## src/rtl/acc_pkg.sv

```systemverilog
package acc_pkg;
  localparam int OPW = 4;

  typedef enum logic [OPW-1:0] {
    OP_NOP  = 4'd0,
    OP_ADC  = 4'd1,
    OP_ADDI = 4'd2,
    OP_ADDM = 4'd3,
    OP_RAR  = 4'd4,
    OP_SETC = 4'd5,
    OP_CLRC = 4'd6,
    OP_AND  = 4'd7,
    OP_OR   = 4'd8,
    OP_CMP  = 4'd9,
    OP_A2B  = 4'd10,
    OP_B2A  = 4'd11,
    OP_E2AB = 4'd12,
    OP_AB2E = 4'd13,
    OP_RSV0 = 4'd14,
    OP_RSV1 = 4'd15
  } op_e;
endpackage

```

## src/rtl/acc_alu.sv

```systemverilog
module acc_alu
  import acc_pkg::*;
#(
  parameter int DW = 4,
  localparam int EW = 2 * DW
) (
  input  logic          valid,
  input  logic [OPW-1:0] code,
  input  logic [DW-1:0] a,
  input  logic [DW-1:0] b,
  input  logic [EW-1:0] e,
  input  logic          cy,
  input  logic [DW-1:0] n,
  input  logic [DW-1:0] m,
  output logic [DW-1:0] nxt_a,
  output logic [DW-1:0] nxt_b,
  output logic [EW-1:0] nxt_e,
  output logic          nxt_cy,
  output logic          we_a,
  output logic          we_b,
  output logic          we_e,
  output logic          we_cy,
  output logic          hit
);
  op_e            op;
  logic [DW:0]    sum_c;
  logic [DW:0]    sum_i;
  logic [DW:0]    sum_m;

  assign op    = op_e'(code);
  assign sum_c = {1'b0, a} + {1'b0, m} + {{DW{1'b0}}, cy};
  assign sum_i = {1'b0, a} + {1'b0, n};
  assign sum_m = {1'b0, a} + {1'b0, m};

  always_comb begin
    nxt_a  = a;
    nxt_b  = b;
    nxt_e  = e;
    nxt_cy = cy;
    we_a   = 1'b0;
    we_b   = 1'b0;
    we_e   = 1'b0;
    we_cy  = 1'b0;
    hit    = 1'b0;
    if (valid) begin
      unique case (op)
        OP_ADC: begin
          nxt_a = sum_c[DW-1:0]; nxt_cy = sum_c[DW];
          we_a = 1'b1; we_cy = 1'b1;
        end
        OP_ADDI: begin nxt_a = sum_i[DW-1:0]; we_a = 1'b1; end
        OP_ADDM: begin nxt_a = sum_m[DW-1:0]; we_a = 1'b1; end
        OP_RAR: begin
          nxt_a = {cy, a[DW-1:1]}; nxt_cy = a[0];
          we_a = 1'b1; we_cy = 1'b1;
        end
        OP_SETC: begin nxt_cy = 1'b1; we_cy = 1'b1; end
        OP_CLRC: begin nxt_cy = 1'b0; we_cy = 1'b1; end
        OP_AND:  begin nxt_a = a & m; we_a = 1'b1; end
        OP_OR:   begin nxt_a = a | m; we_a = 1'b1; end
        OP_CMP:  hit = (a == m);
        OP_A2B:  begin nxt_b = a; we_b = 1'b1; end
        OP_B2A:  begin nxt_a = b; we_a = 1'b1; end
        OP_E2AB: begin
          nxt_b = e[EW-1:DW]; nxt_a = e[DW-1:0];
          we_a = 1'b1; we_b = 1'b1;
        end
        OP_AB2E: begin nxt_e = {b, a}; we_e = 1'b1; end
        default: ;
      endcase
    end
  end
endmodule

```

## src/rtl/acc_regs.sv

```systemverilog
module acc_regs #(
  parameter int DW = 4,
  localparam int EW = 2 * DW
) (
  input  logic          clk,
  input  logic          rst,
  input  logic [DW-1:0] nxt_a,
  input  logic [DW-1:0] nxt_b,
  input  logic [EW-1:0] nxt_e,
  input  logic          nxt_cy,
  input  logic          we_a,
  input  logic          we_b,
  input  logic          we_e,
  input  logic          we_cy,
  input  logic          hit,
  output logic [DW-1:0] a_q,
  output logic [DW-1:0] b_q,
  output logic [EW-1:0] e_q,
  output logic          cy_q,
  output logic          skip_q
);
  always_ff @(posedge clk) begin
    if (rst) begin
      a_q    <= '0;
      b_q    <= '0;
      cy_q   <= 1'b0;
      skip_q <= 1'b0;
    end else begin
      if (we_a)  a_q  <= nxt_a;
      if (we_b)  b_q  <= nxt_b;
      if (we_cy) cy_q <= nxt_cy;
      skip_q <= hit;
    end
  end

  // Extension register carries no reset; software initialises it.
  always_ff @(posedge clk) begin
    if (we_e && !rst) e_q <= nxt_e;
  end

  AST_SKIP_ONE_CYCLE: assert property (@(posedge clk) disable iff (rst)
    skip_q |=> !skip_q || $past(hit));
  AST_NO_WRITE_HOLD: assert property (@(posedge clk) disable iff (rst)
    !(we_a || we_b || we_cy || we_e) |=> $stable(a_q) && $stable(b_q) && $stable(cy_q) && $stable(e_q));
endmodule

```

## src/rtl/acc_nibble_dp.sv

```systemverilog
module acc_nibble_dp
  import acc_pkg::*;
#(
  parameter int DW = 4,
  localparam int EW = 2 * DW
) (
  input  logic           clk,
  input  logic           rst,
  input  logic           op_valid,
  input  logic [OPW-1:0] op_code,
  input  logic [DW-1:0]  imm,
  input  logic [DW-1:0]  mem,
  output logic [DW-1:0]  acc_o,
  output logic [DW-1:0]  aux_o,
  output logic [EW-1:0]  ext_o,
  output logic           carry_o,
  output logic           skip_o
);
  logic [DW-1:0] nxt_a, nxt_b;
  logic [EW-1:0] nxt_e;
  logic          nxt_cy, we_a, we_b, we_e, we_cy, hit;

  acc_alu #(.DW(DW)) u_alu (
    .valid(op_valid), .code(op_code), .a(acc_o), .b(aux_o), .e(ext_o),
    .cy(carry_o), .n(imm), .m(mem),
    .nxt_a(nxt_a), .nxt_b(nxt_b), .nxt_e(nxt_e), .nxt_cy(nxt_cy),
    .we_a(we_a), .we_b(we_b), .we_e(we_e), .we_cy(we_cy), .hit(hit)
  );

  acc_regs #(.DW(DW)) u_regs (
    .clk(clk), .rst(rst),
    .nxt_a(nxt_a), .nxt_b(nxt_b), .nxt_e(nxt_e), .nxt_cy(nxt_cy),
    .we_a(we_a), .we_b(we_b), .we_e(we_e), .we_cy(we_cy), .hit(hit),
    .a_q(acc_o), .b_q(aux_o), .e_q(ext_o), .cy_q(carry_o), .skip_q(skip_o)
  );

  logic is_keepcy, is_cmp;
  assign is_keepcy = op_valid && (op_code == OP_ADDI || op_code == OP_ADDM ||
                     op_code == OP_AND || op_code == OP_OR || op_code == OP_CMP);
  assign is_cmp = op_valid && op_code == OP_CMP;

  AST_ADD_KEEPS_CARRY: assert property (@(posedge clk) disable iff (rst)
    is_keepcy |=> $stable(carry_o));
  AST_SET_CARRY: assert property (@(posedge clk) disable iff (rst)
    (op_valid && op_code == OP_SETC) |=> carry_o);
  AST_CLR_CARRY: assert property (@(posedge clk) disable iff (rst)
    (op_valid && op_code == OP_CLRC) |=> !carry_o);
  AST_CMP_KEEPS_ACC: assert property (@(posedge clk) disable iff (rst)
    is_cmp |=> $stable(acc_o) && $stable(carry_o));
  AST_SKIP_NEEDS_CMP: assert property (@(posedge clk) disable iff (rst)
    !is_cmp |=> !skip_o);
  AST_ROTATE: assert property (@(posedge clk) disable iff (rst)
    (op_valid && op_code == OP_RAR) |=> carry_o == $past(acc_o[0]));
  AST_A_TO_B: assert property (@(posedge clk) disable iff (rst)
    (op_valid && op_code == OP_A2B) |=> aux_o == $past(acc_o));
endmodule

```

## config.mk

```make
export PLATFORM = sky130hd
export DESIGN_NAME = acc_nibble_dp
export DESIGN_NICKNAME = d
export VERILOG_FILES = /design/src/rtl/acc_pkg.sv /design/src/rtl/acc_alu.sv /design/src/rtl/acc_regs.sv /design/src/rtl/acc_nibble_dp.sv
export SDC_FILE = /design/constraint.sdc
export NUM_CORES = 1
export LEC_CHECK = 0
export BUFFER_PORTS_ARGS = -buffer_cell sky130_fd_sc_hd__buf_2
export CORE_MARGIN = 2
export CORE_UTILIZATION = 45
export DETAILED_ROUTE_END_ITERATION = 10
export PLACE_DENSITY_LB_ADDON = 0.25
export SYNTH_ARGS = -nofsm -noshare
export SYNTH_HDL_FRONTEND = slang
export SYNTH_SLANG_ARGS = --single-unit
export TNS_END_PERCENT = 30
```

## constraint.sdc

```tcl
create_clock -name clk -period 1.85 [get_ports clk]
set_input_delay 0 -clock clk [delete_from_list [all_inputs] [get_ports clk]]
set_output_delay 0 -clock clk [all_outputs]
set_load 0.01 [all_outputs]
```

==> results.sh <==
export IMPL_outcome="complete, but fails checks"
export IMPL_failed_checks="setup timing"
export IMPL_finish_utilization_pct=57.59
export IMPL_synthesis_area_um2=1556
export IMPL_drt_iter0_markers=122
export IMPL_async_reset_ff_share_pct=0
export IMPL_hold_violations=0
export IMPL_synth_top_cell_area_share_pct=15.43
export IMPL_synth_edf_count=8
export IMPL_hp_start="rst"
export IMPL_slew_headroom_pct=59.61
export IMPL_arrival_ns=2.08
export IMPL_r2r_start="u_regs.a_q[0]$_SDFFE_PP0P_"
export IMPL_hold_depth=2
export IMPL_fin_crit_ns=1.885
export IMPL_dpl_cell_area_um2=1847
export IMPL_nNetsFinal=248
export IMPL_power_density_nw_per_um2=585.2
export IMPL_dp_hpwl_um=3456
export IMPL_setup_ws_ns=-0.03491
export IMPL_grt_pass1_wl_um=7196
export IMPL_cp_slowest_cell="fa_1"
export IMPL_grt_pass1_vias=1427
export IMPL_cap_violations=0
export IMPL_core_area_um2=3337
export IMPL_die_area_um2=3945
export IMPL_cp_data_required_time_ns=2.04
export IMPL_gp_congestion=0.9177
export IMPL_die_y_um=62.81
export IMPL_clk_path_buf_depth=2
export IMPL_finalSetupTns_ns=-0.07893
export IMPL_synth_ff_type="dfxtp_1"
export IMPL_start_kind="flop"
export IMPL_fin_crit_sh_pct=101.9
export IMPL_clock_skew_ns=0.001685
export IMPL_yosysSeqAreaShare_pct=28.30
export IMPL_totalWireLength_um=4457
export IMPL_r2r_end="u_regs.a_q[2]$_SDFFE_PP0P_"
export IMPL_cts_tree="done"
export IMPL_syn2layout_area_growth_pct=23.47
export IMPL_power_mw=1.125
export IMPL_p_leak_nw=0.8455
export IMPL_end_kind="flop"
export IMPL_peakVddDrop_mv=0.2786
export IMPL_hold_end="u_regs.a_q[0]$_SDFFE_PP0P_"
export IMPL_hold_buffers=0
export IMPL_yosys_warnings=0
export IMPL_root_buffer="clkbuf_4"
export IMPL_synthCells=178
export IMPL_yosys_top_cells_area="edfxtp_1, dfxtp_1, ha_1"
export IMPL_cpPeakStageDelay_ns=0.41
export IMPL_ys_ff_latch=18
export IMPL_setup_violations=3
export IMPL_clk_latency_ns=0.30
export IMPL_drc=0
export IMPL_track_usage_pct=23.19
export IMPL_synthDistinctLibCells=49
export IMPL_drive_gt1_share_pct=33.18
export IMPL_htreeDepth=1
export IMPL_crit_family="adder cells"
export IMPL_viasPerCell=5.882
export IMPL_path_max_fanout=3
export IMPL_rrSetupSlack_ns=-0.03
export IMPL_crit_chain="ha_4 > inv_2 > fa_1 > xnor2_2 > buf_4 > a32oi_1 > o2111a_1 > a211oi_2"
export IMPL_critPathBufInv=2
export IMPL_wire_per_inst_um=16.95
export IMPL_hp_class="in -> reg"
export IMPL_die_x_um=62.81
export IMPL_num_io_pins=33
export IMPL_drt_first_pass_iters=5
export IMPL_diodes=0
export IMPL_rsz0062_at_grt="true"
export IMPL_syn_avg_cell_area_um2=8.744
export IMPL_clk_pin_slew_ns=0.11
export IMPL_numCtsBuffers=3
export IMPL_criticalPathCategory="reg -> reg"
export IMPL_reg2reg_depth=8
export IMPL_grt_ovfl_total=0
export IMPL_numClockSinks=18
export IMPL_final_antenna_net_count=0
export IMPL_io_buffers=32
export IMPL_antenna_found_initial=0
export IMPL_drv_slew=0
export IMPL_synth_nets=208
export IMPL_worst_pin_slew_ns=0.6046
export IMPL_post_place_ws_ns=-0.1001
export IMPL_row_count=21
export IMPL_grt_max_degree=17
export IMPL_initial_utilization_pct=46.64
export IMPL_yosys_area_top_type="edfxtp_1"
export IMPL_num_vias=1547
export IMPL_finalInstanceArea_um2=1922
export IMPL_fmax_ghz=0.5305
## power breakdown
group | internal, mW | total (mW) | switching, mW
combinational | 0.200 | 0.433 | 0.233
clock | 0.120 | 0.248 | 0.128
sequential | 0.431 | 0.444 | 0.0126
## registers in the layout, summed over array words and instances (netlist names)
name and count:
u_regs.cy_q 1, u_regs.e_q 8, u_regs.b_q 4, u_regs.a_q 4, u_regs.skip_q 1
## cell families after synthesis
| logic type | count (synthesis) | synth area share, % |
|---|---|---|
| multiplexers | 6 | 4.582 |
| AO/OA/AOI/OAI | 50 | 23.39 |
| flip-flops | 18 | 28.30 |
| AND/OR/NAND/NOR | 55 | 18.97 |
| adder cells (fa/ha/maj) | 15 | 13.02 |
| XOR/XNOR | 7 | 3.939 |
| buffers and inverters | 27 | 7.798 |
## metrics by stage
stage / hold slack, ns / cells
after floorplan: 0.1861 / 178
after global placement: 0.3488 / 258
after detailed placement: 0.3518 / 258
after CTS: 0.03526 / 263
after global routing: 0.03123 / 263
final: 0.04564 / 263
## cell type report
cell class	instances	area [um^2]
Tap cell	46	57.56
Sequential cell	18	445.4
Multi-Input combinational cell	133	1057
Fill cell	318	1415
Inverter	16	60.06
Timing Repair Buffer	46	265.3
Clock buffer	4	36.28
## per-layer routing
metal	up-vias	part of all wire (%)	GRT usage, %
li1	729	-	-
met1	712	41	29.16
met2	91	49	39.78
met3	15	8.1	3.604
met4	0	2.4	8.889
met5	-	0	0
## how the worst max path moves through the flow
stage,startpoint,cells after the start,end
global route,u_regs.a_q[0]$_SDFFE_PP0P_,9,u_regs.a_q[2]$_SDFFE_PP0P_
global placement,u_regs.a_q[0]$_SDFFE_PP0P_,9,u_regs.a_q[2]$_SDFFE_PP0P_
finish,u_regs.a_q[0]$_SDFFE_PP0P_,8,u_regs.a_q[2]$_SDFFE_PP0P_
CTS,u_regs.a_q[0]$_SDFFE_PP0P_,9,u_regs.a_q[2]$_SDFFE_PP0P_
floorplan,u_regs.a_q[0]$_SDFFE_PP0P_,9,u_regs.a_q[2]$_SDFFE_PP0P_
detailed placement,u_regs.a_q[0]$_SDFFE_PP0P_,8,u_regs.a_q[3]$_SDFFE_PP0P_
## synth_stat cells (2+ instances only)
library cell and number:
and3_1 4, nand2_1 7, o2111a_1 2, nand3_1 4, a21o_1 3, nand2b_1 4, a32oi_1 2, xnor2_1 4
nand4_1 3, dfxtp_1 10, a311oi_1 5, a211oi_1 2, o22ai_1 3, edfxtp_1 8, buf_2 7, fa_1 2
o21ai_0 6, nor3b_1 3, a21oi_1 12, ha_1 13, xor2_1 3, mux2i_1 3, nor3_1 5, or2_1 2
nor4bb_1 2, inv_1 16, clkbuf_1 2, nor2_1 15, mux2_4 2, a31oi_1 5
## timing repair
item | CTS | global route
gates cloned | 0 | 0
resized for setup | 3 | 3
setup buffers | 1 | 0
pin swaps | 3 | 0
endpoints found under the setup margin | 4 | 5
## cell usage in the layout (no fill, tap or decap), types with 3 or more instances in the layout
| cell | synthesis | layout |
|---|---|---|
| ha_4 | 0 | 3 |
| and3_1 | 4 | 4 |
| mux2i_1 | 3 | 3 |
| nor2_1 | 15 | 15 |
| nor3_1 | 5 | 5 |
| o22ai_1 | 3 | 3 |
| nand2_1 | 7 | 6 |
| dfxtp_1 | 10 | 8 |
| a31oi_1 | 5 | 5 |
| nand4_1 | 3 | 3 |
| nand2b_1 | 4 | 4 |
| a21oi_1 | 12 | 10 |
| ha_1 | 13 | 9 |
| a311oi_1 | 5 | 5 |
| inv_1 | 16 | 14 |
| edfxtp_1 | 8 | 8 |
| nand3_1 | 4 | 4 |
| a21o_1 | 3 | 3 |
| xor2_1 | 3 | 3 |
| xnor2_1 | 4 | 3 |
| buf_4 | 1 | 14 |
| clkbuf_4 | 0 | 3 |
| buf_2 | 7 | 32 |
| nor3b_1 | 3 | 3 |
| o21ai_0 | 6 | 6 |
Note: power is estimated with default switching activity, not from simulation.
